`config.mk`:
```
export PLATFORM = sky130hd
export DESIGN_NAME = can_fp_top
export DESIGN_NICKNAME = d
export VERILOG_FILES = /design/src/rtl/can_fp_pkg.sv /design/src/rtl/can_fp_destuff.sv /design/src/rtl/can_fp_crc.sv /design/src/rtl/can_fp_layout.sv /design/src/rtl/can_fp_top.sv
export SDC_FILE = /design/constraint.sdc
export NUM_CORES = 1
export LEC_CHECK = 0
export ABC_CLOCK_PERIOD_IN_PS = 4400
export BUFFER_PORTS_ARGS = -buffer_cell sky130_fd_sc_hd__clkbuf_2
export CAP_MARGIN = 20
export CORE_UTILIZATION = 40
export CTS_CLUSTER_DIAMETER = 200
export DETAILED_ROUTE_END_ITERATION = 12
export PLACE_DENSITY = 0.57
export SYNTH_ARGS = -nofsm -noshare
export SYNTH_HDL_FRONTEND = slang
export SYNTH_SLANG_ARGS = --single-unit
export TNS_END_PERCENT = 10
```
`constraint.sdc`:
```
create_clock -name clk -period 4.4 [get_ports clk]
set_clock_uncertainty 0.05 [all_clocks]
set_input_delay 1.1 -clock clk [delete_from_list [all_inputs] [get_ports clk]]
set_output_delay 1.1 -clock clk [all_outputs]
set_load 0.02 [all_outputs]
```
`src/rtl/can_fp_pkg.sv`:
```
package can_fp_pkg;
   localparam int BASE_W = 11;
   localparam int EXT_W = 18;
   localparam int FULL_W = BASE_W + EXT_W;
   localparam int DLC_W = 4;
   localparam int CRC_W = 15;
   localparam int BYTE_W = 8;
   localparam int PROTO_MAX_BYTES = 8;
   localparam int BIDX_W = $clog2(PROTO_MAX_BYTES);
   localparam int BPOS_W = $clog2(BYTE_W);
   localparam int IDX_W = 8;

   typedef logic [IDX_W-1:0] fidx_t;

   // frame bit positions that do not depend on the length code
   localparam fidx_t P_BASE_FIRST = fidx_t'(1);
   localparam fidx_t P_BASE_LAST = fidx_t'(BASE_W);
   localparam fidx_t P_RTR_SRR = fidx_t'(BASE_W + 1);
   localparam fidx_t P_IDE = fidx_t'(BASE_W + 2);
   localparam fidx_t P_STD_DLC = fidx_t'(BASE_W + 4);
   localparam fidx_t P_EXT_FIRST = fidx_t'(BASE_W + 3);
   localparam fidx_t P_EXT_LAST = fidx_t'(BASE_W + 2 + EXT_W);
   localparam fidx_t P_EXT_RTR = fidx_t'(BASE_W + 3 + EXT_W);
   localparam fidx_t P_EXT_DLC = fidx_t'(BASE_W + 6 + EXT_W);
endpackage

```
`src/rtl/can_fp_destuff.sv`:
```
module can_fp_destuff #(
   parameter int RUN_LEN = 5
) (
   input  logic clk,
   input  logic rst_n,
   input  logic in_valid,
   input  logic in_bit,
   input  logic restart,
   input  logic check_en,
   output logic stuff_hit
);
   localparam int CNT_W = $clog2(RUN_LEN + 2);
   localparam logic [CNT_W-1:0] RUN_MAX = CNT_W'(RUN_LEN);
   localparam logic [CNT_W-1:0] RUN_SAT = CNT_W'(RUN_LEN + 1);

   logic [CNT_W-1:0] run;
   logic             last;

   assign stuff_hit = in_valid && !restart && check_en &&
                      (run == RUN_MAX) && (in_bit != last);

   always_ff @(posedge clk or negedge rst_n) begin
      if (!rst_n) begin
         run  <= '0;
         last <= 1'b1;
      end else if (in_valid) begin
         last <= in_bit;
         if (restart || in_bit != last)
            run <= CNT_W'(1);
         else if (run != RUN_SAT)
            run <= run + CNT_W'(1);
      end
   end
endmodule

```
`src/rtl/can_fp_crc.sv`:
```
module can_fp_crc #(
   parameter int W = 15,
   parameter logic [W-1:0] POLY = 15'h4599,
   parameter logic [W-1:0] INIT = '0
) (
   input  logic         clk,
   input  logic         rst_n,
   input  logic         clear,
   input  logic         shift,
   input  logic         din,
   output logic [W-1:0] crc
);
   logic [W-1:0] base;
   logic [W-1:0] nxt;
   logic         fb;

   assign base = clear ? INIT : crc;
   assign fb = din ^ base[W-1];

   for (genvar i = 0; i < W; i++) begin : g_tap
      if (i == 0) begin : g_lsb
         assign nxt[i] = fb & POLY[i];
      end else begin : g_mid
         assign nxt[i] = base[i-1] ^ (fb & POLY[i]);
      end
   end

   always_ff @(posedge clk or negedge rst_n) begin
      if (!rst_n)
         crc <= INIT;
      else if (shift)
         crc <= nxt;
      else if (clear)
         crc <= INIT;
   end
endmodule

```
`src/rtl/can_fp_layout.sv`:
```
module can_fp_layout
   import can_fp_pkg::*;
#(
   parameter int MAX_BYTES = 8,
   parameter int EOF_LEN = 7
) (
   input  logic             is_ext,
   input  logic             is_remote,
   input  logic [DLC_W-1:0] dlc,
   output fidx_t            data_start,
   output fidx_t            crc_start,
   output fidx_t            crc_last,
   output fidx_t            delim_pos,
   output fidx_t            ack_pos,
   output fidx_t            ackd_pos,
   output fidx_t            eof_first,
   output fidx_t            eof_last
);
   localparam logic [DLC_W-1:0] CAP = DLC_W'(MAX_BYTES);

   logic [DLC_W-1:0] nbytes;

   assign nbytes = is_remote ? '0 : ((dlc > CAP) ? CAP : dlc);
   assign data_start = (is_ext ? P_EXT_DLC : P_STD_DLC) + fidx_t'(DLC_W);
   assign crc_start = data_start + fidx_t'(nbytes) * fidx_t'(BYTE_W);
   assign crc_last = crc_start + fidx_t'(CRC_W - 1);
   assign delim_pos = crc_start + fidx_t'(CRC_W);
   assign ack_pos = delim_pos + fidx_t'(1);
   assign ackd_pos = delim_pos + fidx_t'(2);
   assign eof_first = delim_pos + fidx_t'(3);
   assign eof_last = eof_first + fidx_t'(EOF_LEN - 1);
endmodule

```
`src/rtl/can_fp_top.sv`:
```
module can_fp_top
   import can_fp_pkg::*;
#(
   parameter int MAX_BYTES = 8,
   parameter logic [CRC_W-1:0] CRC_POLY = 15'h4599,
   parameter logic [CRC_W-1:0] CRC_INIT = '0,
   parameter int STUFF_RUN = 5,
   parameter int EOF_LEN = 7
) (
   input  logic              clk,
   input  logic              rst_n,
   input  logic              bit_valid,
   input  logic              bit_in,
   output logic              frame_done,
   output logic              is_ext,
   output logic              is_remote,
   output logic [BASE_W-1:0] base_id,
   output logic [EXT_W-1:0]  ext_id,
   output logic [FULL_W-1:0] full_id,
   output logic [DLC_W-1:0]  dlc,
   output logic              data_valid,
   output logic [BIDX_W-1:0] data_idx,
   output logic [BYTE_W-1:0] data_byte,
   output logic [CRC_W-1:0]  crc_rx,
   output logic              crc_err,
   output logic              ack_ok,
   output logic              form_warn
);
   if (MAX_BYTES < 1 || MAX_BYTES > PROTO_MAX_BYTES) begin : g_bad_bytes
      $error("can_fp_top: MAX_BYTES out of range");
   end
   if (STUFF_RUN < 2) begin : g_bad_run
      $error("can_fp_top: STUFF_RUN too small");
   end
   if (EOF_LEN < 1 || EOF_LEN > 16) begin : g_bad_eof
      $error("can_fp_top: EOF_LEN out of range");
   end

   logic              in_frame;
   fidx_t             idx;
   logic              rtr_srr;
   logic [BYTE_W-1:0] byte_sr;
   logic [BPOS_W-1:0] bit_cnt;
   logic [BIDX_W-1:0] byte_cnt;
   logic              stuff_hit;
   logic              start;
   logic              acc;
   logic              in_data;
   logic [CRC_W-1:0]  crc_calc;
   fidx_t             data_start, crc_start, crc_last, delim_pos;
   fidx_t             ack_pos, ackd_pos, eof_first, eof_last;

   assign start = bit_valid && !in_frame && !bit_in;
   assign acc = bit_valid && in_frame && !stuff_hit;
   assign in_data = (idx >= data_start) && (idx < crc_start);
   assign full_id = {base_id, ext_id};

   can_fp_destuff #(.RUN_LEN(STUFF_RUN)) u_ds (
      .clk(clk), .rst_n(rst_n), .in_valid(bit_valid), .in_bit(bit_in),
      .restart(!in_frame), .check_en(idx <= delim_pos), .stuff_hit(stuff_hit)
   );

   can_fp_layout #(.MAX_BYTES(MAX_BYTES), .EOF_LEN(EOF_LEN)) u_lay (
      .is_ext(is_ext), .is_remote(is_remote), .dlc(dlc),
      .data_start(data_start), .crc_start(crc_start), .crc_last(crc_last),
      .delim_pos(delim_pos), .ack_pos(ack_pos), .ackd_pos(ackd_pos),
      .eof_first(eof_first), .eof_last(eof_last)
   );

   can_fp_crc #(.W(CRC_W), .POLY(CRC_POLY), .INIT(CRC_INIT)) u_crc (
      .clk(clk), .rst_n(rst_n), .clear(start),
      .shift(start || (acc && idx < crc_start)), .din(bit_in), .crc(crc_calc)
   );

   always_ff @(posedge clk or negedge rst_n) begin
      if (!rst_n) begin
         in_frame <= 1'b0; idx <= '0; rtr_srr <= 1'b0;
         frame_done <= 1'b0; is_ext <= 1'b0; is_remote <= 1'b0;
         base_id <= '0; ext_id <= '0; dlc <= '0;
         byte_sr <= '0; bit_cnt <= '0; byte_cnt <= '0;
         data_valid <= 1'b0; data_idx <= '0; data_byte <= '0;
         crc_rx <= '0; crc_err <= 1'b0; ack_ok <= 1'b0; form_warn <= 1'b0;
      end else begin
         data_valid <= 1'b0;
         frame_done <= 1'b0;
         if (start) begin
            in_frame <= 1'b1; idx <= fidx_t'(1); rtr_srr <= 1'b0;
            is_ext <= 1'b0; is_remote <= 1'b0;
            base_id <= '0; ext_id <= '0; dlc <= '0;
            byte_sr <= '0; bit_cnt <= '0; byte_cnt <= '0;
            data_idx <= '0; data_byte <= '0;
            crc_rx <= '0; crc_err <= 1'b0; ack_ok <= 1'b0; form_warn <= 1'b0;
         end else if (acc) begin
            idx <= idx + fidx_t'(1);
            if (idx >= P_BASE_FIRST && idx <= P_BASE_LAST)
               base_id <= {base_id[BASE_W-2:0], bit_in};
            if (idx == P_RTR_SRR)
               rtr_srr <= bit_in;
            if (idx == P_IDE) begin
               is_ext <= bit_in;
               if (!bit_in) is_remote <= rtr_srr;
            end
            if (is_ext) begin
               if (idx >= P_EXT_FIRST && idx <= P_EXT_LAST)
                  ext_id <= {ext_id[EXT_W-2:0], bit_in};
               if (idx == P_EXT_RTR)
                  is_remote <= bit_in;
               if (idx >= P_EXT_DLC && idx < P_EXT_DLC + fidx_t'(DLC_W))
                  dlc <= {dlc[DLC_W-2:0], bit_in};
            end else if (idx >= P_STD_DLC && idx < P_STD_DLC + fidx_t'(DLC_W)) begin
               dlc <= {dlc[DLC_W-2:0], bit_in};
            end
            if (in_data) begin
               byte_sr <= {byte_sr[BYTE_W-2:0], bit_in};
               bit_cnt <= bit_cnt + BPOS_W'(1);
               if (bit_cnt == BPOS_W'(BYTE_W - 1)) begin
                  data_valid <= 1'b1;
                  data_byte <= {byte_sr[BYTE_W-2:0], bit_in};
                  data_idx <= byte_cnt;
                  byte_cnt <= byte_cnt + BIDX_W'(1);
               end
            end
            if (idx >= crc_start && idx <= crc_last)
               crc_rx <= {crc_rx[CRC_W-2:0], bit_in};
            if (idx == crc_last)
               crc_err <= ({crc_rx[CRC_W-2:0], bit_in} != crc_calc);
            if (idx == ack_pos)
               ack_ok <= !bit_in;
            if (!bit_in && (idx == delim_pos || idx == ackd_pos ||
                            (idx >= eof_first && idx <= eof_last)))
               form_warn <= 1'b1;
            if (idx == eof_last) begin
               frame_done <= 1'b1;
               in_frame <= 1'b0;
            end
         end
      end
   end
endmodule

```
==> summary.md, run 1 <==
| Metric | Value |
|---|---|
| CP max stage delay | 570 ps |
| Crit. Startpoint | dlc[3] |
| FMAX | 242.5 MHz |
| R2R Path Start | dlc[3] |
| # IOs | 99 |
| Cell family with most CP delay | adder cells |
| Placed instance area | 6877 um^2 |
| Critical path type | flip-flop to flip-flop |
| Worst-Margin Slew | 946.8 ps |
| Top post-synthesis cells by area | dfrtp_1, mux2i_1, ha_1 |
| Power, Total | 5.532 mW |
| Cell variety after synth | 66 |
| Max-Cap Viols | 0 |
| Startpoint types | flip-flop |
| Max-slew headroom | 0.3688 |
| Avg WL per Cell | 15.40 um |
| Area Growth Syn to Fin | 13.22% |
| Gr ovfl total | 0 |
| Number of diodes | 0 |
| Crit share post-route | 0.9371 |
| Later-pin clock latency in the skew report | 350 ps |
| Die Width | 128.2 um |
| Crit path time final | 4123 ps |
| Slew Limit Fails | 0 |
| # DRC | 0 |
| CP Capture Type | flip-flop |
| I/O Buffers | 98 |
| Die height | 128.2 um |
| Main synth FF type | dfrtp_1 |
| Clock-pin slew on the worst setup and hold paths | 70 ps |
| Via count | 4,802 |
| Cell Chain, Critical Path | nor2_1 -> and2_1 -> ha_1 -> inv_1 -> fa_1 -> inv_1 -> ha_1 -> xor2_2 -> inv_1 -> ha_1 -> nand4_1 -> o41ai_2 -> o21ba_2 -> buf_4 -> o211ai_2 -> buf_12 -> mux2i_1 -> nor2_1 |
| Critical Path Slowest Stage Cell | fa_1 |
| Starting Density | 0.4143 |
| # placed instances | 909 |
| Hold Path Origin | data_byte[7] |
| Drt total wl | 14,230 um |
| Hold/Removal Path Class | flip-flop to flip-flop |
| Via/cell ratio | 5.197 |
| Number of fill cells | 1,439 |
| Global-route wire length before repair | 23,420 um |
| Share of post-route cells with drive strength above 1 | 0.2132 |
| Synth top area share | 0.4204 |
| Post-route ant nets | 0 |
| Register area | 2704 um^2 |
| Clk sink count | 108 |
| Synth cell count leaders | dfrtp_1, nor2_1, mux2i_1 |
| Crit-path max FO | 19 |
| Post-Syn Area | 6369 um^2 |
| Setup_tns | 0 ps |
| Number of synthesized flops with an enable pin | 0 |
| Leak | 3.717 nW |
| Hold Vio Cnt, Final | 0 |
| CTS Hold Buffers Added | 0 |
| Largest net degree at the start of global routing | 73 |
| Final instance area | 7211 um^2 |
| Pwr dens | 767.2 nW/um^2 |
| RSZ-0062 raised after global routing | no |
| Setup Viol. Count Final | 0 |
| All-layer global routing usage | 0.1822 |
| Net total in the final layout | 751 |
| Bufs and invs on worst path | 5 |
| Most common cell in the synthesized netlist | dfrtp_1 |
| Critical Path AT | 4280 ps |
| Root Driver | clkbuf_16 |
| Max rail drop VDD | 0.0004585 V |
| Htree depth | 3 |
| Total CTS buffers | 9 |
| Post-Layout Cell Count | 924 |
| Gate Count Post-Synth | 644 |
| Outcome | finished, final reports clean |
| Std cell rows | 45 |
| Core area | 15,370 um^2 |
| Synth Register Bits | 108 |
| FFs w/ async S/R, synth | 1.000 |
| CTS tree | yes |
| Area occupied by multi-input gates | 3100 um^2 |
| Number of iterations in the first detailed-routing pass | 4 |
| Critical path data required time | 4550 ps |
| Yosys warns | 0 |
| Clk buf depth | 2 |
| Die ar. | 16,430 um^2 |
| HPWL after DPL | 10,070 um |
| Yosys top cell by area | dfrtp_1 |
| GPL Wtd Cong | 0.8646 |
| Starting DRT DRC Count | 201 |
| Syn_nets | 686 |
| Vias in the first global route | 4,557 |
| Sequential share of the synthesized area | 0.4246 |
| Syn avg cell area | 9.889 um^2 |
| Initial antenna violation count | 0 |
final timing paths:
kind	end	slack, ps	depth (start not counted)
setup / recovery	ext_id[12]	280	18
hold reg to reg	data_byte[7]	460	2
hold / removal	data_byte[7]	460	2
setup reg to reg	ext_id[12]	280	18
min in group asynchronous	frame_done	830	1
max in group asynchronous	bit_cnt[2]	2600	2
worst register-to-register path, delay by kind of cell (launching register included):
kind | cells | cell delay, ps
muxes | 1 | 200
adders and majority gates | 4 | 1240
AOI/OAI and AO/OA | 3 | 680
buffers and inverters | 5 | 640
and+or+nand+nor | 4 | 560
DFF | 1 | 410
xor gates and xnor gates | 1 | 220
power breakdown:
| group | switching, mW | internal, mW |
|---|---|---|
| clock | 0.360 | 0.512 |
| sequential | 0.384 | 1.31 |
| combinational | 1.74 | 1.22 |
per-layer routing:
metal / GRT usage / part of all wire / wire length, um / up-vias
met2: 0.2922 / 0.46 / 6613 / 119
met4: 0.06920 / 0.025 / 350 / 0
met1: 0.2417 / 0.47 / 6747 / 2338
met5: 0 / 0 / 0 / -
li1: - / - / - / 2313
met3: 0.03673 / 0.036 / 518 / 32
state kept, by name, summed over array words and instances (netlist names), 3 cells and up:
signal and flops:
byte_cnt 3, byte_sr 7, base_id 11, ext_id 18, dlc 4, u_ds.run 3, bit_cnt 3, data_idx 3
data_byte 8, u_crc.crc 15, crc_rx 15, idx 8
area by class of cell:
cell class                      count  area share
Multi-Input combinational cell    425      0.4300
Tap cell                          211     0.03661
Clock inverter                      4     0.01024
Inverter                           52     0.02707
Clock buffer                       11     0.03366
Timing Repair Buffer              113     0.08745
Sequential cell                   108      0.3750
cell families (layout without fill, tap and decap cells):
kind of cell               count (synthesis)  in the layout  share of synthesized area
adders and majority gates                 38             38                    0.07583
AOI/OAI and AO/OA                        103            103                     0.1171
xor gates and xnor gates                  42             42                    0.05894
and+or+nand+nor                          179            179                     0.1316
muxes                                     63             63                    0.09941
buffers and inverters                    111            180                    0.09253
DFF                                      108            108                     0.4246
layout by cell type, fill, tap and decap left out, types with 5 or more instances in the layout:
cell type,n
mux2i_1,61
xnor2_1,14
ha_1,37
nand4_1,5
a221oi_2,6
clkbuf_2,97
o21ai_1,14
buf_4,14
nor2_1,78
nand3_1,24
dfrtp_1,107
a21oi_1,25
inv_1,49
o21ai_0,11
clkbuf_16,9
nor3_1,7
xor2_1,26
nand2_1,33
o31ai_1,8
repair_timing:
| item | in CTS | in global routing |
|---|---|---|
| resized for setup | 0 | 4 |
| setup buffers | 0 | 0 |
| endpoints found under the hold margin | 0 | 0 |
| endpoints found under the setup margin | 0 | 46 |
stage by stage:
stage / hold WS (ps) / util / worst slack [ps]
after floorplan: 424.9 / - / 422.5
after global placement: 448.7 / 0.4474 / 391.1
after detailed placement: 448.6 / 0.4474 / 163.3
after CTS: 464.2 / 0.4680 / 122.0
after global routing: 493.6 / 0.4691 / 4.715
final: 457.7 / 0.4691 / 276.8
(Power assumes the default switching activity.)
==> run 2, diff against run 1 <==
CORE_MARGIN = 1.5   (was default)
SKIP_CTS_REPAIR_TIMING = 1   (was default)
==> run 2 against run 1 <==
Effect of this change: clock power is 3.8% lower; clock-buffer cell count is 2 lower; critical path depth stayed put; fmax is 0.71% higher; power is 0.34% lower; global-route usage is 0.30 points lower; non-clock buffer count is 1 higher; final cell count is 0.22% higher; sequential cell count stayed put; combinational power hardly changed; register-to-register slack better by 30 ps; largest cell class unchanged; highest routed layer unchanged.
==> summary.md, run 2 (synthesized netlist as in run 1, its figures left out) <==
| Metric | Value |
|---|---|
| Outcome | finished, final reports clean |
| # IOs | 99 (unchanged) |
| Max-Cap Viols | 0 (unchanged) |
| Core area | 15,370 um^2 (unchanged) |
| Die Width | 129.2 um (+0.78%) |
| Clk sink count | 108 (unchanged) |
| Gr ovfl total | 0 (unchanged) |
| Max rail drop VDD | 0.0003600 V (-21%) |
| FMAX | 244.3 MHz (+0.71%) |
| Grt met2 use | 0.2938 (+0.001595) |
| Vias in the first global route | 4,744 (+4.1%) |
| Crit. Startpoint | dlc[3] |
| Crit-path max FO | 19 (unchanged) |
| Met3 Use GR | 0.04294 (+0.006212) |
| Slew Limit Fails | 0 (unchanged) |
| Pre-CTS WS | 170.8 ps (+7.442 ps) |
| CP max stage delay | 560 ps (about the same) |
| HPWL after DPL | 9782 um (-2.9%) |
| Largest net degree at the start of global routing | 72 (-1.4%) |
| CP Capture Type | flip-flop |
| Worst hold slack | 462.8 ps (+5.166 ps) |
| Share of post-route cells with drive strength above 1 | 0.2182 (+0.004998) |
| Cell Chain, Critical Path | nor2_1 -> and2_1 -> ha_1 -> inv_1 -> fa_1 -> inv_1 -> ha_1 -> xor2_2 -> inv_1 -> ha_1 -> nand4_1 -> o41ai_2 -> o21ba_4 -> buf_4 -> o211ai_2 -> buf_12 -> mux2i_1 -> nor2_1 |
| Clock-pin slew on the worst setup and hold paths | 80 ps (about the same) |
| Most frequent cells in the layout | dfrtp_1, clkbuf_2, nor2_1, mux2i_1, inv_1 |
| Crit share post-route | 0.9305 (-0.006620) |
| Starting Density | 0.4143 (unchanged) |
| Gr busiest metal | met2 |
| Via/cell ratio | 5.184 (-0.26%) |
| Die ar. | 16,690 um^2 (+1.6%) |
| Setup Viol. Count Final | 0 (unchanged) |
| Crit path time final | 4094 ps (-29.13 ps) |
| Critical Path Slowest Stage Cell | fa_1 |
| Commonest non-fill, non-tap cell in the layout | dfrtp_1 |
| GPL Wtd Cong | 0.8971 (+3.8%) |
| Number of diodes | 0 (unchanged) |
| Hold Vio Cnt, Final | 0 (unchanged) |
| Max reg flops | 18 (unchanged) |
| Std cell rows | 45 (unchanged) |
| Die height | 129.2 um (+0.78%) |
| Hold Path Origin | data_byte[7] |
| Critical path data required time | 4590 ps (+40 ps) |
| Global-route wire length before repair | 23,710 um (+1.2%) |
| Biggest regs | ext_id x18, crc_rx x15, u_crc.crc x15 |
| Initial antenna violation count | 0 (unchanged) |
| Net total in the final layout | 752 (+0.13%) |
| Starting DRT DRC Count | 204 (+1.5%) |
| R2R Path Start | dlc[3] |
| Number of fill cells | 1,448 (+0.63%) |
| Critical path type | flip-flop to flip-flop |
| Leak | 3.721 nW (+0.11%) |
| CTS tree | yes |
| Post-route ant nets | 0 (unchanged) |
| Most flops, register | ext_id |
| Via count | 4,800 (-0.042%) |
| Clk buf depth | 2 (unchanged) |
| Root Driver | clkbuf_16 |
| Worst-Margin Slew | 751.2 ps (-195.6 ps) |
| Startpoint types | flip-flop |
| # DRC | 0 (unchanged) |
| GR Layer Usage met1 | 0.2369 (-0.004848) |
| I/O Buffers | 98 (unchanged) |
| All-layer global routing usage | 0.1792 (-0.003005) |
| Area Growth Syn to Fin | 13.48% |
| Hold/Removal Path Class | flip-flop to flip-flop |
| Reg2reg setup slack | 310 ps (+30 ps) |
| Drt total wl | 14,050 um (-1.3%) |
| Max-slew headroom | 0.4980 (+0.1292) |
| Pwr dens | 762.9 nW/um^2 (-0.57%) |
| Htree depth | 3 (unchanged) |
| Worst Slack Setup Final | 305.9 ps (+29.13 ps) |
| Total CTS buffers | 9 (unchanged) |
| Critical Path AT | 4290 ps (about the same) |
| Number of iterations in the first detailed-routing pass | 4 (unchanged) |
| Later-pin clock latency in the skew report | 360 ps (about the same) |
| Avg WL per Cell | 15.17 um (-1.5%) |
[run 2: cell types whose count changed in the layout (fill, tap and decap cells not counted), sizes merged]
cell	previous run	this run
inv	51	54
buf	16	17
bufinv	2	1
clkinv	3	2
clkbuf	108	106
clkinvlp	0	2
[run 2: metrics by stage]
stage                     setup TNS (ps)  cells  power [mW]  instance area [um^2]    util
after floorplan                        0    644       3.965                  6369       -
after global placement                 0    910       4.584                  6897  0.4487
after detailed placement               0    910       4.656                  6897  0.4487
after CTS                              0    926       5.521                  7204  0.4687
after global routing              -6.099    926       5.976                  7227  0.4702
final                                  0    926       5.513                  7227  0.4702
[run 2: cell type report]
type,instances,area (um^2),share of cell area
timing repair buffer,114,650.6,0.09003
clock inverter,7,82.58,0.01143
inverter,52,195.2,0.02701
sequential,108,2704,0.3741
multi-input combinational,425,3105,0.4297
tap,211,264.0,0.03653
clock buffer,9,225.2,0.03116
[run 2: worst paths after layout]
path,to,depth (start not counted)
setup / recovery,ext_id[8],18
hold / removal,data_byte[7],2
setup reg to reg,ext_id[8],18
hold reg to reg,data_byte[7],2
max in group asynchronous,byte_cnt[1],2
min in group asynchronous,u_ds.run[2],1
[run 2: metal layers]
metal,routed length [um],share of wire
met5,0,0
met4,183,0.013
met3,698,0.050
met2,6559,0.47
met1,6606,0.47
[run 2: worst max-delay path, delay by kind of cell, from the launching register on]
kind	cells	cell delay (ps)
AOI/OAI and AO/OA	3	710
xor gates and xnor gates	1	220
adders and majority gates	4	1230
buffers and inverters	5	610
DFF	1	410
muxes	1	210
and+or+nand+nor	4	550
[run 2: power by group]
group          leakage, nW  switching [mW]  internal [mW]
combinational         2.20            1.75           1.24
sequential            1.37           0.379           1.31
clock                0.145           0.388          0.451
==> run 3, diff against run 2 <==
PLACE_DENSITY = default   (was 0.57)
==> run 3 against run 2 <==
Effect of this change: final cell count down 0.11%; first-iteration DRC count up 16%; via count down 2.1%; clock-buffer cell count up 2; die area unchanged; global-route usage down 0.52 points; power down 0.21%; combinational power about the same; register-to-register slack about the same.
==> summary.md, run 3 (synthesized netlist as in run 1, its figures left out) <==
| Metric | Value |
|---|---|
| Via count | 4,699 (-2.1%) |
| Post-route ant nets | 0 (unchanged) |
| Slew Limit Fails | 0 (unchanged) |
| # DRC | 0 (unchanged) |
| Net total in the final layout | 752 (unchanged) |
| Std cell rows | 45 (unchanged) |
| Cell family with most CP delay | adder cells |
| CP max stage delay | 560 ps (about the same) |
| Die Width | 129.2 um (unchanged) |
| Power, Total | 5.501 mW (-0.21%) |
| Critical path data required time | 4560 ps (-30 ps) |
| Pint | 2.997 mW (about the same) |
| Critical Path Slowest Stage Cell | fa_1 |
| Core area | 15,370 um^2 (unchanged) |
| Via/cell ratio | 5.080 (-2.0%) |
| CP Capture Type | flip-flop |
| Post-layout util | 0.4694 (-0.0007330) |
| Max-slew headroom | 0.3847 (-0.1133) |
| Die ar. | 16,690 um^2 (unchanged) |
| Avg WL per Cell | 15.19 um (+0.15%) |
| Biggest regs | ext_id x18, crc_rx x15, u_crc.crc x15 |
| Vias in the first global route | 4,585 (-3.4%) |
| Crit-path max FO | 12 (-7) |
| Die height | 129.2 um (unchanged) |
| Max-Cap Viols | 0 (unchanged) |
| Gr ovfl total | 0 (unchanged) |
| Total CTS buffers | 9 (unchanged) |
| Critical Path AT | 4260 ps (-30 ps) |
| Worst hold slack | 460.3 ps (-2.561 ps) |
| Largest net degree at the start of global routing | 73 (+1.4%) |
| Crit path time final | 4097 ps (+2.874 ps) |
| FMAX | 244.1 MHz (about the same) |
| Later-pin clock latency in the skew report | 350 ps (about the same) |
| Area Growth Syn to Fin | 13.30% |
| Htree depth | 3 (unchanged) |
| Outcome | finished, final reports clean |
| Hold Vio Cnt, Final | 0 (unchanged) |
| Comb pwr share | 0.545 (+0.004) |
| Clock share of power | 0.147 (-0.005) |
| GPL Wtd Cong | 0.8685 (-3.2%) |
| Number of diodes | 0 (unchanged) |
| Startpoint types | flip-flop |
| Cell Chain, Critical Path | nor2_1 -> and2_1 -> ha_1 -> inv_1 -> fa_1 -> inv_1 -> ha_1 -> xor2_2 -> inv_1 -> ha_1 -> nand4_1 -> a21oi_1 -> o21ba_4 -> o211a_2 -> buf_4 -> mux2i_1 -> nor2_1 |
| All-layer global routing usage | 0.1740 (-0.005181) |
| Number of fill cells | 1,507 (+4.1%) |
| Commonest non-fill, non-tap cell in the layout | dfrtp_1 |
| Initial antenna violation count | 0 (unchanged) |
| Most flops, register | ext_id |
| Net switching power | 2.505 mW (-0.38%) |
| Setup Viol. Count Final | 0 (unchanged) |
| Starting Density | 0.4143 (unchanged) |
| Hold/Removal Path Class | flip-flop to flip-flop |
| # IOs | 99 (unchanged) |
| HPWL after DPL | 10,010 um (+2.3%) |
| CTS tree | yes |
| Pwr dens | 762.4 nW/um^2 (about the same) |
| Clock-pin slew on the worst setup and hold paths | 70 ps (about the same) |
| Leak | 3.726 nW (+0.12%) |
| Clk buf depth | 2 (unchanged) |
| Number of iterations in the first detailed-routing pass | 4 (unchanged) |
| Clk sink count | 108 (unchanged) |
| Final instance area | 7216 um^2 (-0.16%) |
| Max reg flops | 18 (unchanged) |
| # placed instances | 910 (unchanged) |
| Root Driver | clkbuf_16 |
| Drt total wl | 14,050 um (about the same) |
| Crit share post-route | 0.9311 (about the same) |
| Max rail drop VDD | 0.0004255 V (+18%) |
| Power share of the sequential group | 0.308 (about the same) |
| Placed instance area | 6897 um^2 (unchanged) |
| Post-Layout Cell Count | 925 (-0.11%) |
| Bufs and invs on worst path | 4 (-1) |
| Global-route wire length before repair | 22,990 um (-3.0%) |
| Sw Ratio | 0.4553 (-0.0007624) |
| Share of post-route cells with drive strength above 1 | 0.2157 (-0.002496) |
| Area occupied by multi-input gates | 3110 um^2 (+0.16%) |
| I/O Buffers | 98 (unchanged) |
| Register area | 2704 um^2 (unchanged) |
| Most frequent cells in the layout | dfrtp_1, clkbuf_2, nor2_1, mux2i_1, inv_1 |
| Critical path type | flip-flop to flip-flop |
| Starting DRT DRC Count | 236 (+16%) |
| Worst-Margin Slew | 923.0 ps (+171.8 ps) |
-- run 3: power by group through the flow --
stage | clock [mW] | sequential [mW] | combinational (mW)
after floorplan | 0 | 1.77 | 2.20
after global placement | 0 | 1.70 | 2.87
after detailed placement | 0 | 1.71 | 2.96
after CTS | 0.836 | 1.69 | 2.98
after global routing | 0.883 | 1.75 | 3.31
final | 0.809 | 1.69 | 3.00
-- run 3: layer usage --
| layer | global-route usage | vias up | routed length (um) |
|---|---|---|---|
| met5 | 0 | - | 0 |
| met4 | 0.03173 | 0 | 136 |
| met3 | 0.04500 | 13 | 647 |
| met2 | 0.2835 | 118 | 6457 |
| met1 | 0.2364 | 2267 | 6813 |
| li1 | - | 2301 | - |
-- run 3: final cells by class --
class,count,share of cell area
Multi-Input combinational cell,425,0.4311
Sequential cell,108,0.3747
Timing Repair Buffer,114,0.09017
Tap cell,211,0.03659
Clock buffer,11,0.03364
Inverter,52,0.02705
Clock inverter,4,0.006763
-- run 3: worst paths after layout --
kind | slack (ps) | to | cells past startpoint | start
worst max-delay path | 300 | bit_cnt[2] | 17 | dlc[3]
worst min-delay path | 460 | byte_cnt[0] | 1 | byte_cnt[0]
worst max register to register | 300 | bit_cnt[2] | 17 | dlc[3]
worst min register to register | 460 | byte_cnt[0] | 1 | byte_cnt[0]
max in group asynchronous | 2630 | base_id[8] | 2 | rst_n
min in group asynchronous | 820 | u_ds.run[1] | 1 | rst_n
-- run 3: per-stage QoR --
stage | setup slack (ps) | setup TNS [ps]
after CTS | 69.57 | 0
after global routing | -13.31 | -13.31
after detailed placement | 84.46 | 0
after floorplan | 422.5 | 0
final | 303.1 | 0
after global placement | 223.0 | 0
